## config.mk

```make
export PLATFORM = sky130hd
export DESIGN_NAME = tmr_bus_decoder
export DESIGN_NICKNAME = d
export VERILOG_FILES = /design/src/rtl/tmr_dec_pkg.sv /design/src/rtl/tmr_strobe_edge.sv /design/src/rtl/tmr_ctrl_decode.sv /design/src/rtl/tmr_rdata_mux.sv /design/src/rtl/tmr_bus_decoder.sv
export SDC_FILE = /design/constraint.sdc
export NUM_CORES = 1
export LEC_CHECK = 0
export ABC_AREA = 1
export ABC_CLOCK_PERIOD_IN_PS = 1900
export BUFFER_PORTS_ARGS = -buffer_cell sky130_fd_sc_hd__buf_2
export CAP_MARGIN = 30
export CORE_MARGIN = 2
export CORE_UTILIZATION = 46
export DETAILED_ROUTE_END_ITERATION = 8
export PLACE_DENSITY = 0.83
export SETUP_SLACK_MARGIN = 0.02
export SYNTH_ARGS = -nofsm -noshare
export SYNTH_HDL_FRONTEND = slang
export SYNTH_SLANG_ARGS = --single-unit
```

## constraint.sdc

```tcl
create_clock -name clk -period 1.9 [get_ports clk]
set_input_delay 0.095 -clock clk [delete_from_list [all_inputs] [get_ports clk]]
set_output_delay 0.095 -clock clk [all_outputs]
set_load 0.02 [all_outputs]
```

## src/rtl/tmr_dec_pkg.sv

```systemverilog
package tmr_dec_pkg;

    localparam int CH_COUNT   = 3;
    localparam int BYTE_W     = 8;
    localparam int PORT_AW    = 2;
    localparam logic [1:0] CTRL_ADDR = 2'b11;

    typedef enum logic [1:0] {
        CK_MODE     = 2'd0,
        CK_LATCH    = 2'd1,
        CK_READBACK = 2'd2
    } ctl_kind_e;

    typedef struct packed {
        ctl_kind_e   kind;
        logic [1:0]  chan;
        logic [1:0]  access;
        logic [2:0]  mode;
        logic        bcd;
        logic        want_cnt;
        logic        want_sts;
        logic [2:0]  rb_mask;
    } ctl_cmd_t;

    // codes x10 / x11 fold onto 2 / 3
    function automatic logic [2:0] norm_mode(input logic [2:0] m);
        return m[1] ? {1'b0, m[1:0]} : m;
    endfunction

    function automatic ctl_cmd_t decode_ctl(input logic [7:0] b);
        ctl_cmd_t c;
        c.chan     = b[7:6];
        c.access   = b[5:4];
        c.mode     = norm_mode(b[3:1]);
        c.bcd      = b[0];
        c.want_cnt = ~b[5];
        c.want_sts = ~b[4];
        c.rb_mask  = b[3:1];
        if (b[7:6] == 2'b11)
            c.kind = CK_READBACK;
        else if (b[5:4] == 2'b00)
            c.kind = CK_LATCH;
        else
            c.kind = CK_MODE;
        return c;
    endfunction

endpackage

```

## src/rtl/tmr_strobe_edge.sv

```systemverilog
module tmr_strobe_edge (
    input  logic clk,
    input  logic rst,
    input  logic active,
    output logic start
);
    logic active_q;

    always_ff @(posedge clk) begin
        if (rst) active_q <= 1'b0;
        else     active_q <= active;
    end

    assign start = active & ~active_q;

    // a start is never seen two cycles in a row
    assert_start_once_R4: assert property (@(posedge clk) disable iff (rst)
        start |=> !start);

endmodule

```

## src/rtl/tmr_ctrl_decode.sv

```systemverilog
module tmr_ctrl_decode
    import tmr_dec_pkg::*;
(
    input  logic [7:0] ctl_byte,
    output ctl_cmd_t   cmd
);
    always_comb cmd = decode_ctl(ctl_byte);
endmodule

```

## src/rtl/tmr_rdata_mux.sv

```systemverilog
module tmr_rdata_mux #(
    parameter int NUM_CH = 3,
    parameter int DW     = 8,
    parameter int AW     = 2
) (
    input  logic [NUM_CH*DW-1:0] chan_rdata,
    input  logic [AW-1:0]        addr,
    input  logic                 rd_act,
    output logic [DW-1:0]        rdata,
    output logic                 rdata_oe
);
    logic [NUM_CH-1:0] lane_sel;
    logic [DW-1:0]     lane_and [NUM_CH];

    for (genvar i = 0; i < NUM_CH; i++) begin : g_lane
        assign lane_sel[i] = rd_act && (addr == AW'(i));
        assign lane_and[i] = lane_sel[i] ? chan_rdata[i*DW +: DW] : '0;
    end

    always_comb begin
        rdata = '0;
        for (int i = 0; i < NUM_CH; i++) rdata = rdata | lane_and[i];
    end

    assign rdata_oe = |lane_sel;

    assert_lane_onehot_R2: assert final ($onehot0(lane_sel));

endmodule

```

## src/rtl/tmr_bus_decoder.sv

```systemverilog
module tmr_bus_decoder
    import tmr_dec_pkg::*;
#(
    parameter int NUM_CH = CH_COUNT,
    parameter int DW     = BYTE_W,
    parameter int AW     = PORT_AW
) (
    input  logic                 clk,
    input  logic                 rst,
    input  logic                 cs_n,
    input  logic                 rd_n,
    input  logic                 wr_n,
    input  logic [AW-1:0]        addr,
    input  logic [DW-1:0]        wdata,
    input  logic [NUM_CH*DW-1:0] chan_rdata,
    output logic [DW-1:0]        rdata,
    output logic                 rdata_oe,
    output logic [NUM_CH-1:0]    cnt_wr_pulse,
    output logic [NUM_CH-1:0]    cnt_rd_pulse,
    output logic [DW-1:0]        cnt_wr_data,
    output logic [NUM_CH-1:0]    mode_pulse,
    output logic [1:0]           cfg_access,
    output logic [2:0]           cfg_mode,
    output logic                 cfg_bcd,
    output logic [NUM_CH-1:0]    lat_cnt_pulse,
    output logic [NUM_CH-1:0]    lat_sts_pulse
);
    localparam logic [AW-1:0] CTRL = AW'(CTRL_ADDR);

    logic wr_act, rd_act, wr_start, rd_start, wr_ctl;
    ctl_cmd_t cmd;

    logic [NUM_CH-1:0] cw_hit, cr_hit, md_hit, lc_hit, ls_hit;

    assign wr_act = ~cs_n & ~wr_n &  rd_n;
    assign rd_act = ~cs_n & ~rd_n &  wr_n;

    tmr_strobe_edge u_wr_edge (.clk(clk), .rst(rst), .active(wr_act), .start(wr_start));
    tmr_strobe_edge u_rd_edge (.clk(clk), .rst(rst), .active(rd_act), .start(rd_start));

    tmr_ctrl_decode u_ctl (.ctl_byte(wdata), .cmd(cmd));

    tmr_rdata_mux #(.NUM_CH(NUM_CH), .DW(DW), .AW(AW)) u_mux (
        .chan_rdata(chan_rdata),
        .addr      (addr),
        .rd_act    (rd_act),
        .rdata     (rdata),
        .rdata_oe  (rdata_oe)
    );

    assign wr_ctl = wr_start && (addr == CTRL);

    for (genvar i = 0; i < NUM_CH; i++) begin : g_ch
        assign cw_hit[i] = wr_start && (addr == AW'(i));
        assign cr_hit[i] = rd_start && (addr == AW'(i));
        assign md_hit[i] = wr_ctl && (cmd.kind == CK_MODE) && (cmd.chan == 2'(i));
        assign lc_hit[i] = wr_ctl &&
            (((cmd.kind == CK_LATCH) && (cmd.chan == 2'(i))) ||
             ((cmd.kind == CK_READBACK) && cmd.want_cnt && cmd.rb_mask[i]));
        assign ls_hit[i] = wr_ctl &&
            (cmd.kind == CK_READBACK) && cmd.want_sts && cmd.rb_mask[i];
    end

    always_ff @(posedge clk) begin
        if (rst) begin
            cnt_wr_pulse  <= '0;
            cnt_rd_pulse  <= '0;
            cnt_wr_data   <= '0;
            mode_pulse    <= '0;
            lat_cnt_pulse <= '0;
            lat_sts_pulse <= '0;
            cfg_access    <= '0;
            cfg_mode      <= '0;
            cfg_bcd       <= 1'b0;
        end else begin
            cnt_wr_pulse  <= cw_hit;
            cnt_rd_pulse  <= cr_hit;
            mode_pulse    <= md_hit;
            lat_cnt_pulse <= lc_hit;
            lat_sts_pulse <= ls_hit;
            if (|cw_hit) cnt_wr_data <= wdata;
            if (|md_hit) begin
                cfg_access <= cmd.access;
                cfg_mode   <= cmd.mode;
                cfg_bcd    <= cmd.bcd;
            end
        end
    end

    // at most one channel written per access
    assert_wr_onehot_R1: assert property (@(posedge clk) disable iff (rst)
        $onehot0(cnt_wr_pulse));
    // a deselected cycle produces no command in the next cycle
    assert_idle_quiet_R3: assert property (@(posedge clk) disable iff (rst)
        cs_n |=> (cnt_wr_pulse == '0 && cnt_rd_pulse == '0 && mode_pulse == '0 &&
                  lat_cnt_pulse == '0 && lat_sts_pulse == '0));
    // read pulses last one cycle
    assert_rd_single_R4: assert property (@(posedge clk) disable iff (rst)
        (cnt_rd_pulse != '0) |=> (cnt_rd_pulse == '0));
    // mode programming reaches one channel only
    assert_mode_onehot_R5: assert property (@(posedge clk) disable iff (rst)
        $onehot0(mode_pulse));
    // normalised mode stays in range
    assert_mode_range_R6: assert property (@(posedge clk) disable iff (rst)
        (mode_pulse != '0) |-> (cfg_mode <= 3'd5));
    // latch commands never coincide with mode programming
    assert_latch_no_mode_R7: assert property (@(posedge clk) disable iff (rst)
        ((lat_cnt_pulse | lat_sts_pulse) != '0) |-> (mode_pulse == '0));
    // a latch command keeps the stored configuration
    assert_cfg_hold_R8: assert property (@(posedge clk) disable iff (rst)
        ((lat_cnt_pulse | lat_sts_pulse) != '0) |-> $stable(cfg_mode));

endmodule

```

## Word-level counts from Yosys, hierarchy flattened

Cells that the tools add are included.

| storage, ports and cells | value |
|---|---|
| output and inout port bits | 38 |
| input port bits | 39 |
| register bits after elaboration | 31 |

| operators by class | value |
|---|---|
| bitwise gates (word level) | 15 |
| equal/unequal tests | 8 |
| reductions and logical operators | 39 |
| muxes and demuxes | 6 |

Operators by type and width:

| operator | number |
|---|---|
| 1-bit logical AND | 29 |
| 8-bit two-way mux | 3 |
| 8-bit OR | 2 |
| 2-bit equality test, second input constant | 5 |
| 3-bit OR reduction | 3 |
| 2-bit logical NOT | 4 |
| 1-bit NOT | 7 |
| 1-bit AND | 6 |
| 2-bit by 1-bit equality test with 1-bit output, second input constant | 3 |
| 1-bit logical OR | 3 |
| 3-bit two-way mux | 1 |
| 2-bit two-way mux | 1 |
| 1-bit two-way mux | 1 |

## Longest topological paths before layout

| logic depth | value |
|---|---|
| word-level depth | 8 |
| mapped depth | 7 |

## Modules after synthesis

Synthesis repeated with hierarchy kept, for this count alone.

| second synthesis, totals | value |
|---|---|
| cell total of the unflattened synthesis | 210 |
| area, all modules | 1473.9 um2 |

Modules (own cells, without submodules):

| module | instances | area each (um2) | seq. area each (um2) | cells each |
|---|---|---|---|---|
| tmr_bus_decoder | 1 | 1053.5 | 580.6 | 142 |
| tmr_rdata_mux | 1 | 249.0 | 0.0 | 41 |
| tmr_ctrl_decode | 1 | 108.9 | 0.0 | 19 |
| tmr_strobe_edge | 2 | 31.3 | 20.0 | 4 |

## Worst setup path after synthesis

Ideal clock, no wire load.

| timing path | value |
|---|---|
| path kind | register -> register |
| from | register u_wr_edge.active_q |
| to | register cfg_access[0] |
| path slack | 0.888 ns |
| stages on the path, launching flop included | 8 |
| arrival time | 0.897 ns |
| buffers on the path | 1 |
| data required time | 1.785 ns |
| cells stage by stage | dfxtp_1 > inv_1 > nand3_4 > nor2_8 > buf_6 > nand3_1 > nand2_1 > nor2_1 |

| on the way | value |
|---|---|
| cells in the longest elaborated chain, start to end | 6 |
| elaborated cells on any way between the ends | 8 |
| those cells by class | bitwise (2); reduce/logical (6) |

Ends and longest elaborated chain:

| what | line | source |
|---|---|---|
| from (decl) | tmr_strobe_edge.sv:7 | `logic active_q;` |
| from (signal assigned) | tmr_strobe_edge.sv:11 | `else active_q <= active;` |
| 1-bit NOT (*) | tmr_strobe_edge.sv:14 | `assign start = active & ~active_q;` |
| 1-bit AND (*) | tmr_strobe_edge.sv:14 |  |
| 1-bit logical AND (*) | tmr_bus_decoder.sv:51 | `assign wr_ctl = wr_start && (addr == CTRL);` |
| 1-bit logical AND (*) | tmr_bus_decoder.sv:56 | `assign md_hit[i] = wr_ctl && (cmd.kind == CK_MODE) && (cmd.chan == 2'(i));` |
| 1-bit logical AND | tmr_bus_decoder.sv:56 |  |
| 3-bit OR reduction (*) | tmr_bus_decoder.sv:82 | `if (\|md_hit) begin` |
| to (signal assigned) | tmr_bus_decoder.sv:83 | `cfg_access <= cmd.access;` |
| to (decl) | tmr_bus_decoder.sv:22 | `output logic [1:0] cfg_access,` |

Mark *: on every way between the ends. The rest lies on a longest branch, timed or not.
A chain may end at the register's enable or synchronous reset.

## Worst setup path after layout

| timing path | value |
|---|---|
| from | input rd_n |
| to | output rdata[5] |

| on the way | value |
|---|---|
| cells in the longest elaborated chain, start to end | 7 |
| elaborated cells on any way between the ends | 11 |
| those cells by class | mux (3); bitwise (5); reduce/logical (3) |

Ends and longest elaborated chain:

| what | line | source |
|---|---|---|
| from (decl) | tmr_bus_decoder.sv:11 | `input logic rd_n,` |
| 1-bit NOT (*) | tmr_bus_decoder.sv:36 | `assign rd_act = ~cs_n & ~rd_n & wr_n;` |
| 1-bit AND (*) (2 in series) | tmr_bus_decoder.sv:36 |  |
| 1-bit logical AND | tmr_rdata_mux.sv:16 | `assign lane_sel[i] = rd_act && (addr == AW'(i));` |
| 8-bit two-way mux | tmr_rdata_mux.sv:17 | `assign lane_and[i] = lane_sel[i] ? chan_rdata[i*DW +: DW] : '0;` |
| 8-bit OR | tmr_rdata_mux.sv:22 | `for (int i = 0; i < NUM_CH; i++) rdata = rdata \| lane_and[i];` |
| 8-bit OR (*) | tmr_rdata_mux.sv:22 |  |
| to (decl) | tmr_bus_decoder.sv:16 | `output logic [DW-1:0] rdata,` |

Marks and branches as above.

==> run_results.csv <==
group,metric,value,unit
run_status,status,"finished clean",
logic_synthesis,synth_area,1330,um^2
floorplanning,start_util,48.1,%
logic_synthesis,avgSynthCellArea,7.25,um^2
clock_network,htree_levels,2,
floorplanning,rows,19,
finish,nFillCells,269,
worst_setup_path,cp.depth,7,
pwr,powerDensity,718,nW/um^2
clock_network,cts-buffers-inserted,5,
logic_synthesis,syn-instance-count,183,
global_routing,grt-ovfl-total,0,
detailed_routing,drt.antenna.violating_nets,0,
placement,dp.cells,287,
timing,hold_viol,0,
logic_synthesis,synth_xor_area_share,0,%
global_routing,first_global_vias,1120,
logic_synthesis,yosysTopAreaCell,"dfxtp_1",
floorplanning,core,2760,um^2
finish,final_nets,302,
clock_network,holdBufCountCts,0,
detailed_routing,vias,1379,
floorplanning,die_w,57.7,um
timing,finClkSkew,0.0108,ns
logic_synthesis,synth_top_family_by_area,"simple AND/OR/NAND/NOR gates",
finish,final_cell_count_no_fill,294,
clock_network,ctsLongestPathBuffers,2,
detailed_routing,dr_wl_met2,1400,um
finish,syn2layout_area_growth,35.7,%
detailed_routing,via_per_inst,4.69,
worst_setup_path,crit_path_start_kind,"input port",
worst_setup_path,path_class,"input port to output port",
hold_path,hp-class,"input port to flop",
logic_synthesis,ys.flop_type,"dfxtp_1",
timing,finalSetupViolCount,0,
worst_setup_path,cpPeakStageDelay,0.40,ns
worst_setup_path,critPathMaxFanout,8,
timing,layout_worst_path_cycle_share,69.4,%
worst_setup_path,critPathRequiredTime,1.80,ns
clock_network,root_buffer,"clkbuf_4",
floorplanning,dieArea,3330,um^2
placement,post-dp-hpwl,2310,um
logic_synthesis,ys_types,22,
floorplanning,io_pins,77,
timing,timing.hold.ws,0.0241,ns
worst_setup_path,end_kind,"output port",
timing,fmaxAchievable,0.759,GHz
hold_path,whs_path_depth,3,
logic_synthesis,synth_edf_count,0,
logic_synthesis,synth-compound-area-share,6.70,%
worst_setup_path,cp_num_buf_inv,2,
timing,rsz0062_at_grt,"no",
timing,tns,0,ns
logic_synthesis,ys_top_cells_by_area,"dfxtp_1 (47%), nand2_1 (16%), nor2_1 (7.6%)",
clock_network,cts_setup_buffers,0,
timing,slew_headroom,67.5,%
detailed_routing,met1_length,1170,um
global_routing,grtUsageTotal,17.8,%
timing,tightest_slew,0.486,ns
pwr,ir_drop,0.809,mV
detailed_routing,drtIter0Drc,27,
finish,drive_above_1_share,36.1,%
logic_synthesis,synth_seq_area_share,46.8,%
detailed_routing,routed_wl,2890,um
timing,drv_slew,0,
clock_network,ctsResizeCount,0,
worst_setup_path,path_cells,"buf_2, nor2_1, nand2_2, nor2_1, nand2_1, nand3_1, buf_2",
logic_synthesis,synthSimpleGateAreaFrac,39.8,%
logic_synthesis,async_flop_share,0,%
global_routing,grt_max_degree,15,
finish,antennaDiodeCount,0,
worst_setup_path,r2r_cells,5,
detailed_routing,post-route-drc-count,0,
floorplanning,dieHeight,57.7,um
detailed_routing,dr_wl_met3,252,um
logic_synthesis,synth_nets,222,
timing,period_needed,1.32,ns
logic_synthesis,synth-seq-cells,31,
clock_network,clock_latency,0.33,ns
finish,multi_input_comb_area,617,um^2
clock_network,clk_pin_slew,0.09,ns
placement,gp_congestion,0.824,
placement,port_buffers,76,
worst_setup_path,arrival,1.22,ns
worst_setup_path,critPathTopFamily,"simple AND/OR/NAND/NOR gates",
finish,regArea,621,um^2
clock_network,clkSinkCount,31,
worst_setup_path,cp_slowest_cell,"nor2_1",
logic_synthesis,synth_mux_area_share,0,%
pwr,power,1.29,mW
global_routing,grt_pass1_wl,4450,um
run,max-cap-violations,0,
pwr,power_leakage,0.958,nW
logic_synthesis,synth.top_cell.area_share,46.8,%
logic_synthesis,ys_warn_count,0,
logic_synthesis,yosys.cell_count.top_type,"nand2_1",
logic_synthesis,ys_top_cells_by_count,"nand2_1 (58), dfxtp_1 (31), nor2_1 (27)",
clock_network,cts_tree,"done",
detailed_routing,routed.top_layer,"met4",
detailed_routing,wl_per_cell,9.83,um
logic_synthesis,synth_fa_ha_area_share,0,%
detailed_routing,firstDrtPassIters,4,
global_routing,antenna_found_initial,0,
## per-stage QoR
step           setup WS [ns]  cell area (um^2)  utilization (%)
2_1_floorplan          0.888              1330                -
3_3_place_gp           0.576              1730             62.7
3_5_place_dp           0.571              1730             62.7
4_1_cts                0.573              1800             65.2
5_1_grt                0.483              1800             65.2
6_report               0.582              1800             65.2
## cells by family after synthesis
| kind of cell | after synthesis |
|---|---|
| compound gates | 17 |
| buf+inv | 21 |
| flops | 31 |
| simple gates | 114 |
## registers in the layout, summed over array words and instances, names as in the netlist
name                flops
cnt_wr_pulse            3
cfg_bcd                 1
u_wr_edge.active_q      1
cfg_mode                3
cfg_access              2
lat_cnt_pulse           3
cnt_rd_pulse            3
cnt_wr_data             8
lat_sts_pulse           3
u_rd_edge.active_q      1
mode_pulse              3
## worst min-delay path: stages
cell and delay [ns]:
buf_2 0.10, nand2_1 0.06, a21oi_1 0.05
## worst paths after layout
check                                   startpoint               end  slack [ns]
worst min register to register      cnt_wr_data[1]    cnt_wr_data[1]        0.47
worst max-delay path                          rd_n          rdata[5]        0.58
worst min-delay path                      wdata[3]    cnt_wr_data[3]        0.02
worst max register to register  u_wr_edge.active_q  lat_sts_pulse[0]        0.73
## layer usage
layer | global-route usage [%] | vias to the layer above
met2 | 29.9 | 56
met1 | 19.4 | 582
li1 | - | 733
met5 | 0 | -
met4 | 8.97 | 0
met3 | 6.92 | 8
## final cells by class
cell class | instances | area share [%]
Sequential cell | 31 | 34.5
Multi-Input combinational cell | 131 | 34.3
Timing Repair Buffer | 77 | 21.6
Inverter | 17 | 3.55
Clock buffer | 6 | 2.29
Tap cell | 31 | 2.16
Clock inverter | 1 | 1.67
## report_power, final
part	leakage, nW	internal (mW)	total [mW]	switching [mW]
sequential	0.250	0.658	0.662	0.00350
combinational	0.669	0.0602	0.157	0.0967
clock	0.0383	0.271	0.472	0.201
## placed cells by master (no fill, tap or decap), types with 3 or more instances in the layout
| cell type | n |
|---|---|
| o22ai_1 | 3 |
| inv_1 | 16 |
| nor2_1 | 27 |
| a21oi_1 | 14 |
| clkbuf_4 | 5 |
| dfxtp_1 | 31 |
| buf_2 | 76 |
| nor3_1 | 3 |
| nand2_1 | 58 |
| nand3_1 | 14 |
No activity file was read; power rests on OpenSTA's default activity.
